## config.mk

```make
export PLATFORM = sky130hd
export DESIGN_NAME = exc_ctrl_unit
export DESIGN_NICKNAME = d
export VERILOG_FILES = /design/src/rtl/exc_pkg.sv /design/src/rtl/exc_decode.sv /design/src/rtl/exc_arbiter.sv /design/src/rtl/exc_state.sv /design/src/rtl/exc_ctrl_unit.sv
export SDC_FILE = /design/constraint.sdc
export NUM_CORES = 1
export LEC_CHECK = 0
export BUFFER_PORTS_ARGS = -buffer_cell sky130_fd_sc_hd__buf_2
export CAP_MARGIN = 20
export CORE_ASPECT_RATIO = 0.5
export CORE_MARGIN = 5
export CORE_UTILIZATION = 35
export CTS_CLUSTER_SIZE = 24
export DETAILED_ROUTE_END_ITERATION = 12
export GPL_TIMING_DRIVEN = 0
export SLEW_MARGIN = 5
export SYNTH_ARGS = -nofsm -noshare
export SYNTH_HDL_FRONTEND = slang
export SYNTH_SLANG_ARGS = --single-unit
```

## constraint.sdc

```tcl
create_clock -name clk -period 2.6 [get_ports clk]
set_input_delay 0.26 -clock clk [delete_from_list [all_inputs] [get_ports clk]]
set_output_delay 0.26 -clock clk [all_outputs]
set_load 0.005 [all_outputs]
```

## src/rtl/exc_pkg.sv

```systemverilog
package exc_pkg;
  localparam int NSRC   = 4;
  localparam int CODE_W = 5;
  localparam int REG_W  = 5;

  // Trap cause codes; position in the source vector sets priority (0 = highest).
  localparam logic [CODE_W-1:0] CODE_ADDR = 5'd4;
  localparam logic [CODE_W-1:0] CODE_ILL  = 5'd10;
  localparam logic [CODE_W-1:0] CODE_OVF  = 5'd12;
  localparam logic [CODE_W-1:0] CODE_SYS  = 5'd8;

  // Privileged register numbers
  localparam logic [REG_W-1:0] PR_BADVA = 5'd8;
  localparam logic [REG_W-1:0] PR_MASK  = 5'd12;
  localparam logic [REG_W-1:0] PR_CAUSE = 5'd13;
  localparam logic [REG_W-1:0] PR_EPC   = 5'd14;

  typedef struct packed {
    logic             is_read;
    logic             is_write;
    logic             is_ret;
    logic [REG_W-1:0] gpr;
    logic [REG_W-1:0] preg;
  } priv_op_t;

  function automatic logic [CODE_W-1:0] src_code(input int idx);
    case (idx)
      0:       return CODE_ADDR;
      1:       return CODE_ILL;
      2:       return CODE_OVF;
      default: return CODE_SYS;
    endcase
  endfunction
endpackage

```

## src/rtl/exc_decode.sv

```systemverilog
module exc_decode
  import exc_pkg::*;
#(
  parameter int XLEN = 32
) (
  input  logic            valid,
  input  logic [XLEN-1:0] word,
  output priv_op_t        op
);
  localparam logic [5:0] PRIV_MAJOR = 6'b010000;
  localparam logic [5:0] RET_FUNCT  = 6'h10;

  logic major;

  always_comb begin
    major       = valid && (word[31:26] == PRIV_MAJOR);
    op.is_read  = major && (word[25:21] == 5'd0);
    op.is_write = major && (word[25:21] == 5'd4);
    op.is_ret   = major && word[25] && (word[5:0] == RET_FUNCT);
    op.gpr      = word[20:16];
    op.preg     = word[15:11];
  end
endmodule

```

## src/rtl/exc_arbiter.sv

```systemverilog
module exc_arbiter
  import exc_pkg::*;
#(
  parameter int XLEN = 32
) (
  input  logic              valid,
  input  logic [NSRC-1:0]   src,
  input  logic [XLEN-1:0]   mask,
  output logic              take,
  output logic [CODE_W-1:0] code,
  output logic [NSRC-1:0]   grant
);
  logic [NSRC-1:0] enabled;

  for (genvar g = 0; g < NSRC; g++) begin : g_en
    assign enabled[g] = valid && src[g] && mask[src_code(g)];
  end

  always_comb begin
    grant = '0;
    code  = '0;
    for (int i = NSRC - 1; i >= 0; i--) begin
      if (enabled[i]) begin
        grant = NSRC'(1) << i;
        code  = src_code(i);
      end
    end
    take = |enabled;
  end

  always_comb begin
    assert_single_grant_R6: assert ($onehot0(grant));
    assert_masked_code_R4: assert (!take || mask[code]);
  end
endmodule

```

## src/rtl/exc_state.sv

```systemverilog
module exc_state
  import exc_pkg::*;
#(
  parameter int XLEN = 32
) (
  input  logic              clk,
  input  logic              rst_n,
  input  logic              take,
  input  logic [CODE_W-1:0] code,
  input  logic              addr_hit,
  input  logic [XLEN-1:0]   cur_pc,
  input  logic [XLEN-1:0]   bad_addr,
  input  logic              wr_en,
  input  logic [REG_W-1:0]  wr_sel,
  input  logic [XLEN-1:0]   wr_val,
  input  logic              ret_en,
  input  logic [REG_W-1:0]  rd_sel,
  output logic [XLEN-1:0]   rd_val,
  output logic [XLEN-1:0]   mask,
  output logic              kernel
);
  logic [XLEN-1:0] epc, cause, badva;

  always_ff @(posedge clk) begin
    if (!rst_n) begin
      epc    <= '0;
      cause  <= '0;
      badva  <= '0;
      mask   <= '0;
      kernel <= 1'b1;
    end else if (take) begin
      epc    <= cur_pc;
      cause  <= XLEN'(code) << 2;
      kernel <= 1'b1;
      if (addr_hit) badva <= bad_addr;
    end else begin
      if (wr_en) begin
        case (wr_sel)
          PR_EPC:   epc   <= wr_val;
          PR_CAUSE: cause <= wr_val;
          PR_BADVA: badva <= wr_val;
          PR_MASK:  mask  <= wr_val;
          default:  ;
        endcase
      end
      if (ret_en) kernel <= 1'b0;
    end
  end

  always_comb begin
    case (rd_sel)
      PR_EPC:   rd_val = epc;
      PR_CAUSE: rd_val = cause;
      PR_BADVA: rd_val = badva;
      PR_MASK:  rd_val = mask;
      default:  rd_val = '0;
    endcase
  end

  assert_trap_enters_kernel_R5: assert property (@(posedge clk) disable iff (!rst_n)
    take |=> kernel);
  assert_trap_saves_pc_R5: assert property (@(posedge clk) disable iff (!rst_n)
    take |=> epc == $past(cur_pc));
  assert_return_to_user_R9: assert property (@(posedge clk) disable iff (!rst_n)
    (ret_en && !take) |=> !kernel);
  assert_badva_held_R7: assert property (@(posedge clk) disable iff (!rst_n)
    (!(take && addr_hit) && !(wr_en && !take && wr_sel == PR_BADVA)) |=> $stable(badva));
endmodule

```

## src/rtl/exc_ctrl_unit.sv

```systemverilog
module exc_ctrl_unit
  import exc_pkg::*;
#(
  parameter int              XLEN         = 32,
  parameter logic [XLEN-1:0] HANDLER_ADDR = 32'h8000_0080
) (
  input  logic             clk,
  input  logic             rst_n,
  input  logic             insn_valid,
  input  logic [XLEN-1:0]  insn,
  input  logic [XLEN-1:0]  insn_pc,
  input  logic [XLEN-1:0]  src_gpr_val,
  input  logic             ev_syscall,
  input  logic             ev_overflow,
  input  logic             ev_illegal,
  input  logic             ev_addr_fault,
  input  logic [XLEN-1:0]  fault_addr,
  output logic             trap,
  output logic [XLEN-1:0]  trap_pc,
  output logic             gpr_we,
  output logic [REG_W-1:0] gpr_waddr,
  output logic [XLEN-1:0]  gpr_wdata,
  output logic             kernel_mode
);
  priv_op_t          op;
  logic              priv_hit, violation, exec_ok;
  logic [NSRC-1:0]   src, grant;
  logic [CODE_W-1:0] code;
  logic [XLEN-1:0]   mask, rd_val;

  exc_decode #(.XLEN(XLEN)) u_dec (.valid(insn_valid), .word(insn), .op(op));

  assign priv_hit  = op.is_read || op.is_write || op.is_ret;
  assign violation = priv_hit && !kernel_mode;
  assign src       = {ev_syscall, ev_overflow, ev_illegal || violation, ev_addr_fault};

  exc_arbiter #(.XLEN(XLEN)) u_arb (
    .valid(insn_valid), .src(src), .mask(mask),
    .take(trap), .code(code), .grant(grant)
  );

  assign exec_ok = priv_hit && kernel_mode && !trap;

  exc_state #(.XLEN(XLEN)) u_st (
    .clk(clk), .rst_n(rst_n),
    .take(trap), .code(code), .addr_hit(grant[0]),
    .cur_pc(insn_pc), .bad_addr(fault_addr),
    .wr_en(exec_ok && op.is_write), .wr_sel(op.preg), .wr_val(src_gpr_val),
    .ret_en(exec_ok && op.is_ret),
    .rd_sel(op.preg), .rd_val(rd_val),
    .mask(mask), .kernel(kernel_mode)
  );

  assign trap_pc   = trap ? HANDLER_ADDR : '0;
  assign gpr_we    = exec_ok && op.is_read;
  assign gpr_waddr = gpr_we ? op.gpr : '0;
  assign gpr_wdata = gpr_we ? rd_val : '0;

  assert_user_no_gpr_write_R8: assert property (@(posedge clk) disable iff (!rst_n)
    violation |-> !gpr_we);
  assert_user_mode_kept_R8: assert property (@(posedge clk) disable iff (!rst_n)
    (violation && !trap) |=> !kernel_mode);
  assert_trap_blocks_read_R10: assert property (@(posedge clk) disable iff (!rst_n)
    trap |-> !gpr_we);
  assert_idle_no_effect_R11: assert property (@(posedge clk) disable iff (!rst_n)
    !insn_valid |-> (!trap && !gpr_we));
endmodule

```

==> reports/summary.txt, run 1 <==
ANT cells: 0
Hold buffer count at CTS: 0
Setup slack, reg-to-reg: 0.07 ns
Fin crit period: 2.67 ns
Total track usage: 0.239
Port-buffer cells: 170
Peak supply drop: 0.417 mV
Final hold viol count: 0
Final worst slack: -0.0661 ns
Worst Tran Pin Value: 1.01 ns
CTS buffer count: 17
Core Area: 19500 um2
RePlAce Congestion: 0.907
Worst hold path depth: 3
R2R cell count: 11
Pwr dens: 505 nW/um2
Max Slew Vio Count: 0
Initial core utilization: 0.357
First-pass GRT wire length: 41900 um
Syn Area/Cell: 8.93 um2
Full die area: 22900 um2
Area contributors post-synth: dfxtp_1, mux2i_1, a21oi_1
CTS max path bufs: 2
CP max FO: 7
Layout Skew: 0.00727 ns
H-tree Lvls: 4
RSZ-0062 raised after global routing: true
# clock sinks: 129
Root buf cell: clkbuf_16
Initial DRC count: 709
Final worst path period share: 1.03
Final setup vio count: 33
Via density: 5.67
Fmax: 375 MHz
Layout area overhead: 32.4%
Die Ht: 110 um
GRT overflow: 0
HPWL Detailed: 20100 um
Routed WL per cell: 22.2 um
Initial antenna violation count: 2
Lkg Pwr: 3.66 nW
CTS tree: done
Setup TNS: -0.884 ns
Hold slack: 0.122 ns
Failing checks: setup timing
Die Width: 209 um
Largest net degree at the start of global routing: 17
CP endpoint kind: output port
Min-delay src: src_gpr_val[18]
WP data arrival: 2.41 ns
Min-Delay Path Class: input pin to register
I/O Pins: 207
Final Power: 4.64 mW
Via count of the first global-routing pass: 7018
Area of the multi-input gates: 4060 um2
Max-Slew Margin vs Limit: 0.330
Most frequent cells after synthesis: dfxtp_1, a21oi_1, o21ai_0, mux2i_1, nand3_1
Post-synth EDFFs: 0
Synth Flop Type: dfxtp_1
Fillers: 1881
Sequential-to-total area share from yosys stat: 0.372
Synthesized flop and latch total: 129
Cell taking the most area after synthesis: dfxtp_1
Startpoint types: register
Max Cap Viol: 0
Drt pass-1 iters: 8
Fraction of layout cells with a size suffix above 1: 0.362
Top cell type's share of synthesized area: 0.372
Yosys warnings: 0
Status: finished with violations
Vias: 7272
Post-Syn Area: 6940 um2
Later-pin clock latency in the skew report: 0.42 ns
Most common cell in the netlist: dfxtp_1
Syn Inst Count: 777
R2r startpoint: u_st.mask[12]$_SDFFE_PN0P_
CTS clk-pin slew, worst paths: 0.07 ns
Crit path from: u_st.mask[12]$_SDFFE_PN0P_
Final #Nets: 1138
Final ANT Viol Nets: 0
Num rows: 36
CP Data Required Time: 2.34 ns
Drt total wl: 28400 um
Remaining DRCs: 0
Total area of sequential cells: 2590 um2
Synth cell types: 47
Critical path class: register to output port
Ys async rst share: 0
-- placed cells by master (no fill, tap or decap), drive strengths merged, types with 13 or more instances in the layout --
cell type and count:
a21oi 94, a221oi 32, a222oi 24, buf 239
clkbuf 69, conb 30, dfxtp 129, inv 13
mux2 32, mux2i 64, nand3 64, nor2 59
o21ai 94
-- state kept, by name (all words and copies together) (netlist names) --
signal       count
u_st.badva      32
u_st.cause      32
u_st.mask       32
u_st.epc        32
u_st.kernel      1
-- power by group --
part           leakage [nW]  switching (mW)  total, mW  internal (mW)
logic                  2.34           0.195      0.330          0.134
registers              1.04       0.0000195       1.98           1.98
clock network         0.282           0.984       2.34           1.35
-- worst max-delay path: stages, from the launching register on --
cell and delay [ns]:
dfxtp_2 0.35, a222oi_1 0.31, buf_4 0.18, o21a_1 0.11
a21boi_4 0.19, buf_6 0.15, o311ai_4 0.19, buf_12 0.24
o2bb2ai_4 0.13, buf_2 0.13
-- per-stage QoR --
| step | setup WS [ns] | instances | area (um2) | util |
|---|---|---|---|---|
| detailed placement | -0.552 | 1242 | 8230 | 0.423 |
| CTS | -0.0396 | 1282 | 9150 | 0.470 |
| floorplan | 0.382 | 806 | 7050 | - |
| finish | -0.0661 | 1282 | 9190 | 0.472 |
| global placement | -0.456 | 1242 | 8230 | 0.423 |
| global route | -0.114 | 1282 | 9190 | 0.472 |
-- logic make-up after synthesis --
kind of cell | synth area share
AND/OR/NAND/NOR | 0.113
AO/OA/AOI/OAI | 0.274
buffers and inverters | 0.0956
flip-flops | 0.372
other | 0.000541
multiplexers | 0.144
-- routing by layer --
layer  up-vias  share of wire  global-route usage
li1       3316              -                   -
met1      3508           0.44               0.330
met2       383           0.44               0.375
met3        61          0.087              0.0493
met4         4          0.025              0.0856
met5         -        0.00049                   0
-- path summary, 6_finish.rpt --
path | to
hold / removal | u_st.mask[18]$_SDFFE_PN0P_
setup / recovery | gpr_wdata[27]
setup reg to reg | u_st.epc[26]$_SDFFE_PN0P_
hold reg to reg | u_st.mask[6]$_SDFFE_PN0P_
-- what timing repair did --
action	CTS	global route
setup endpoints to repair	40	39
gates cloned	2	0
setup buffers	7	1
pin swaps	14	1
resized for setup	58	14
-- layout make-up --
cell class,count,share of cell area
well taps,266,0.0362
plain buffers,110,0.0727
clock inverters,14,0.0139
multi-input cells,557,0.442
clock buffers,18,0.0478
repair buffers,180,0.103
flip-flops and latches,129,0.282
inverters,8,0.00327
Note: power is estimated with default switching activity, not from simulation.
==> run 2, diff against run 1 <==
Settings changed: BUFFER_PORTS_ARGS -buffer_cell sky130_fd_sc_hd__buf_2 to unset, DONT_BUFFER_PORTS set to 1.
==> run 2 against run 1 <==
  * The run still ends with setup timing left
  * Critical path depth fell by 3
  * Combinational power is 28% lower
  * Clock skew rose by 0.0014 ns
  * Setup slack better by 0.034 ns
  * Routed wire length down 1.6%
  * Via count down 5.5%
  * Core utilization fell by 2.4 points
  * Power is 2.0% higher
  * Non-clock buffer count shrank 138
  * Highest routed layer unchanged
==> reports/summary.txt, run 2 (synthesis results as in run 1) <==
RSZ-0062 raised after global routing: true (unchanged)
Layout Skew: 0.00871 ns (was 0.00727 ns)
Drt pass-1 iters: 7 (was 8)
Slowest CP cell: clkbuf_1 (was dfxtp_2)
Max Slew Vio Count: 0 (unchanged)
Final setup vio count: 1 (was 33)
Startpoint types: input pin (was register)
Fmax: 380 MHz (was 375 MHz)
CP max FO: 10 (was 7)
Crit-path cells: buf_2 -> nand3b_1 -> nor3b_4 -> clkbuf_1 -> a22oi_1 -> o2bb2ai_1 (was a222oi_1 -> buf_4 -> o21a_1 -> a21boi_4 -> buf_6 -> o311ai_4 -> buf_12 -> o2bb2ai_4 -> buf_2)
Final Power: 4.73 mW (was 4.64 mW)
Core Area: 19500 um2 (unchanged)
Layout area overhead: 25.7% (was 32.4%)
P_sw: 1.07 mW (was 1.18 mW)
CP max stage delay: 0.61 ns (was 0.35 ns)
Met3 GRT Util: 0.0636 (was 0.0493)
DP Cell Count: 1072 (was 1242)
Via density: 5.99 (was 5.67)
Later-pin clock latency in the skew report: 0.42 ns (about the same)
Routed WL per cell: 24.4 um (was 22.2 um)
HPWL Detailed: 19500 um (was 20100 um)
Drt total wl: 28000 um (was 28400 um)
Via count of the first global-routing pass: 6659 (was 7018)
Layer with the highest usage: met2 (unchanged)
Die Width: 209 um (unchanged)
Most common cell after layout, fill and taps aside: dfxtp_1 (was buf_2)
Root buf cell: clkbuf_16 (unchanged)
Num rows: 36 (unchanged)
Sw Share: 0.227 (was 0.254)
Register share of total power: 0.417 (was 0.426)
Crit-path leading delay family: buffers and inverters (was compound AO/OA/AOI/OAI gates)
CTS tree: done (unchanged)
Comb power frac: 0.050 (was 0.071)
WP data arrival: 2.37 ns (was 2.41 ns)
Full die area: 22900 um2 (unchanged)
Peak supply drop: 0.377 mV (was 0.417 mV)
GRT overflow: 0 (unchanged)
CTS buffer count: 17 (unchanged)
I/O Pins: 207 (unchanged)
Met2 Use GR: 0.372 (was 0.375)
Lkg Pwr: 3.05 nW (was 3.66 nW)
Critical path class: input pin to output port (was register to output port)
Final worst slack: -0.0321 ns (was -0.0661 ns)
Largest net degree at the start of global routing: 17 (unchanged)
Pwr dens: 543 nW/um2 (was 505 nW/um2)
Clock power frac: 0.533 (was 0.503)
Max-Slew Margin vs Limit: 0.400 (was 0.330)
Post-layout util: 0.448 (was 0.472)
Met1 Track Usage GR: 0.310 (was 0.330)
Max Cap Viol: 0 (unchanged)
Initial DRC count: 866 (was 709)
Initial antenna violation count: 6 (was 2)
Final ANT Viol Nets: 0 (unchanged)
Final worst path period share: 1.01 (was 1.03)
Vias: 6869 (was 7272)
Placed Area: 7380 um2 (was 8230 um2)
Port-buffer cells: 0 (was 170)
Final hold viol count: 0 (unchanged)
Most frequent cells in the layout: dfxtp_1, o21ai_0, a21oi_1 (was buf_2, dfxtp_1, o21ai_0)
Non-Filler Instances: 1147 (was 1282)
CTS max path bufs: 2 (unchanged)
Fin crit period: 2.63 ns (was 2.67 ns)
Min-Delay Path Class: input pin to register (unchanged)
Remaining DRCs: 0 (unchanged)
RePlAce Congestion: 0.926 (was 0.907)
H-tree Lvls: 4 (unchanged)
Status: finished with violations (unchanged)
Internal power: 3.66 mW (was 3.46 mW)
# clock sinks: 129 (unchanged)
Setup TNS: -0.0321 ns (was -0.884 ns)
CTS clk-pin slew, worst paths: 0.06 ns (was 0.07 ns)
Fraction of layout cells with a size suffix above 1: 0.233 (was 0.362)
Initial core utilization: 0.357 (unchanged)
Die Ht: 110 um (unchanged)
CP Data Required Time: 2.34 ns (about the same)
Fin area: 8720 um2 (was 9190 um2)
Total track usage: 0.234 (was 0.239)
Final #Nets: 1001 (was 1138)
Worst Tran Pin Value: 0.899 ns (was 1.01 ns)
Failing checks: setup timing (unchanged)
WP buf/inv: 2 (was 4)
Fillers: 1883 (was 1881)
First-pass GRT wire length: 40800 um (was 41900 um)
CP endpoint kind: output port (unchanged)
[run 2: timing repair]
item                                   CTS  global route
buffers inserted                         5             3
endpoints found under the hold margin   57             0
gates cloned                             3             0
setup endpoints to repair               39            40
pin swaps                               16             9
resized for setup                       62            23
hold buffers                            31             0
[run 2: area by class of cell]
type                            count  area [um2]  share of cell area
Multi-Input combinational cell    558        4070               0.467
Sequential cell                   129        2590               0.297
Buffer                            110         666              0.0763
Clock buffer                       20         467              0.0535
Timing Repair Buffer               42         400              0.0459
Tap cell                          266         333              0.0382
Clock inverter                     12         156              0.0179
Inverter                            8        32.5             0.00373
Antenna cell                        2        5.00            0.000574
[run 2: power by group through the flow]
stage | combinational (mW) | sequential (mW) | clock [mW]
global route | 0.251 | 1.97 | 2.62
detailed placement | 0.175 | 2.02 | 0
floorplan | 0.135 | 2.02 | 0
CTS | 0.229 | 1.98 | 2.53
finish | 0.238 | 1.98 | 2.52
global placement | 0.174 | 2.02 | 0
[run 2: path summary, 6_finish.rpt]
path,to,cells past startpoint,start,slack (ns)
setup reg to reg,u_st.epc[29]$_SDFFE_PN0P_,8,u_st.mask[10]$_SDFFE_PN0P_,0.16
setup / recovery,gpr_wdata[28],6,insn[13],-0.03
hold reg to reg,u_st.mask[7]$_SDFFE_PN0P_,2,u_st.mask[7]$_SDFFE_PN0P_,0.47
hold / removal,u_st.cause[11]$_SDFFE_PP0P_,2,src_gpr_val[11],0.006
[run 2: metal layers]
metal / wire length, um / vias up
li1: - / 3051
met1: 11800 / 3359
met2: 12800 / 392
met3: 2730 / 59
met4: 610 / 8
met5: 55 / -
[run 2: stage by stage]
stage	hold WS (ns)	worst slack, ns
global placement	0.401	-0.379
global route	0.00492	-0.102
finish	0.00585	-0.0321
detailed placement	0.403	-0.456
CTS	0.00238	-0.0221
floorplan	0.396	0.382
==> run 3, diff against run 2 <==
Settings changed: CORE_UTILIZATION 35 to 51, PLACE_DENSITY set to 0.66.
==> run 3 against run 2 <==
  * Register-to-register slack worse by 0.09 ns
  * The flow finishes with violations (hold timing, setup timing)
  * Worst hold slack worse by 0.0098 ns
  * Combinational power barely moved
  * First-iteration DRC count is 14% higher
  * Core utilization up 19 points
  * Largest power group unchanged
  * Sequential share of layout area rose by 0.55 points
  * Design area decreased by 1.9%
  * Maximum frequency fell by 3.2%
  * Cell count decreased by 8.4%
  * Routed wire length fell by 4.8%
  * Clock skew is 0.0025 ns lower
  * Clock power is 2% higher
==> reports/summary.txt, run 3 (synthesis results as in run 1) <==
Status: finished with violations (unchanged)
Failing checks: hold timing, setup timing (was setup timing)
DP Cell Count: 982 (was 1072)
CTS tree: done (unchanged)
Initial antenna violation count: 1 (was 6)
R2r startpoint: u_st.mask[10]$_SDFFE_PN0P_ (unchanged)
Critical path class: register to output port (was input pin to output port)
Hold slack: -0.00396 ns (was 0.00585 ns)
Startpoint types: register (was input pin)
Final #Nets: 997 (was 1001)
Fraction of layout cells with a size suffix above 1: 0.225 (was 0.233)
Crit path from: u_st.mask[10]$_SDFFE_PN0P_ (was insn[13])
Core Area: 13400 um2 (was 19500 um2)
Fin crit period: 2.72 ns (was 2.63 ns)
Root buf cell: clkbuf_16 (unchanged)
Largest net degree at the start of global routing: 17 (unchanged)
Routed WL per cell: 25.3 um (was 24.4 um)
HPWL Detailed: 17900 um (was 19500 um)
CTS clk-pin slew, worst paths: 0.06 ns (about the same)
Initial DRC count: 988 (was 866)
Final hold viol count: 2 (was 0)
Worst Tran Pin Value: 1.06 ns (was 0.899 ns)
Layout Skew: 0.00622 ns (was 0.00871 ns)
Remaining DRCs: 0 (unchanged)
Initial core utilization: 0.516 (was 0.357)
Min-delay src: src_gpr_val[16] (was src_gpr_val[11])
Total track usage: 0.309 (was 0.234)
Die Ht: 92.5 um (was 110 um)
I/O Pins: 207 (unchanged)
Port-buffer cells: 0 (unchanged)
CP endpoint kind: output port (unchanged)
Vias: 6937 (was 6869)
# clock sinks: 129 (unchanged)
Drt pass-1 iters: 9 (was 7)
Setup slack, reg-to-reg: 0.07 ns (was 0.16 ns)
First-pass GRT wire length: 38600 um (was 40800 um)
Post-layout util: 0.637 (was 0.448)
Full die area: 16200 um2 (was 22900 um2)
Max Slew Vio Count: 0 (unchanged)
Layout area overhead: 23.3% (was 25.7%)
Worst slack, placed: -0.269 ns (was -0.456 ns)
Max-Slew Margin vs Limit: 0.294 (was 0.400)
Clock power frac: 0.536 (was 0.533)
RePlAce Congestion: 0.972 (was 0.926)
ANT cells: 0 (was 2)
WP data arrival: 2.46 ns (was 2.37 ns)
Peak supply drop: 0.329 mV (was 0.377 mV)
RSZ-0062 raised after global routing: true (unchanged)
Most common cell after layout, fill and taps aside: dfxtp_1 (unchanged)
Internal power: 3.72 mW (was 3.66 mW)
CTS buffer count: 17 (unchanged)
Non-Filler Instances: 1051 (was 1147)
Register share of total power: 0.414 (was 0.417)
GRT overflow: 0 (unchanged)
Fmax: 368 MHz (was 380 MHz)
Die Width: 175 um (was 209 um)
Via count of the first global-routing pass: 6417 (was 6659)
Later-pin clock latency in the skew report: 0.42 ns (about the same)
Final Power: 4.77 mW (was 4.73 mW)
CP Data Required Time: 2.34 ns (about the same)
Min-Delay Path Class: input pin to register (unchanged)
Drt total wl: 26600 um (was 28000 um)
Lkg Pwr: 3.04 nW (was 3.05 nW)
P_sw: 1.04 mW (was 1.07 mW)
Via density: 6.60 (was 5.99)
Max Cap Viol: 0 (unchanged)
Final ANT Viol Nets: 0 (unchanged)
Num rows: 30 (was 36)
Sw Share: 0.219 (was 0.227)
CTS max path bufs: 2 (unchanged)
Comb power frac: 0.049 (was 0.050)
CP max FO: 8 (was 10)
Final worst path period share: 1.05 (was 1.01)
Most frequent cells in the layout: dfxtp_1, o21ai_0, a21oi_1 (unchanged)
Pwr dens: 557 nW/um2 (was 543 nW/um2)
H-tree Lvls: 4 (unchanged)
Final setup vio count: 32 (was 1)
Final worst slack: -0.120 ns (was -0.0321 ns)
## run 3: cell count changes in the layout (fill, tap and decap cells not counted), moves of 2 or more
cell / change
clkbuf_2: +2
clkinvlp_4: -4
diode_2: -2
buf_4: -3
nor2_4: -9
clkinv_2: +2
nor2_2: +7
o2bb2ai_2: -7
o2bb2ai_4: +6
nor2_1: +2
nor3b_4: -2
nor3b_2: +2
## run 3: timing repair
item	in CTS	in global routing
buffers inserted	2	5
hold buffers	30	0
pin swaps	1	19
hold endpoints to repair	54	0
cloned	0	2
setup endpoints to repair	38	40
resized for setup	17	62
## run 3: through the flow
| stage | setup TNS (ns) | area, um2 |
|---|---|---|
| after detailed placement | -4.88 | 7270 |
| after CTS | 0 | 8250 |
| after floorplan | 0 | 7050 |
| final | -2.43 | 8560 |
| after global placement | -4.32 | 7270 |
| after global routing | -4.39 | 8560 |
## run 3: power groups by stage
stage          registers [mW]  logic [mW]  clock network, mW
5_1_grt                  1.98       0.248               2.65
4_1_cts                  1.98       0.225               2.55
6_report                 1.98       0.235               2.56
3_5_place_dp             2.02       0.176                  0
2_1_floorplan            2.02       0.135                  0
3_3_place_gp             2.02       0.174                  0
## run 3: area by class of cell
| class | instances | area [um2] |
|---|---|---|
| well taps | 176 | 220 |
| clock buffers | 22 | 464 |
| repair buffers | 39 | 383 |
| clock inverters | 10 | 158 |
| multi-input cells | 557 | 4060 |
| fillers | 1173 | 4880 |
| inverters | 8 | 30.0 |
| flip-flops and latches | 129 | 2590 |
| plain buffers | 110 | 659 |
## run 3: layer usage
metal,track usage,share of wire
met1,0.430,0.41
met4,0.0823,0.024
met2,0.472,0.43
met5,0,0.00026
met3,0.0877,0.13
## run 3: worst paths after layout
| check | end | cells past startpoint |
|---|---|---|
| max | gpr_wdata[13] | 7 |
| min | u_st.cause[16]$_SDFFE_PP0P_ | 2 |
| max reg2reg | u_st.epc[29]$_SDFFE_PN0P_ | 9 |
| min reg2reg | u_st.mask[24]$_SDFFE_PN0P_ | 2 |
## run 3: worst max-delay path, stage by stage, from the launching register on
cell,delay (ns)
dfxtp_4,0.34
a222oi_1,0.45
o21a_1,0.22
a21boi_4,0.23
buf_6,0.16
o311ai_4,0.22
buf_6,0.25
nor2_1,0.16
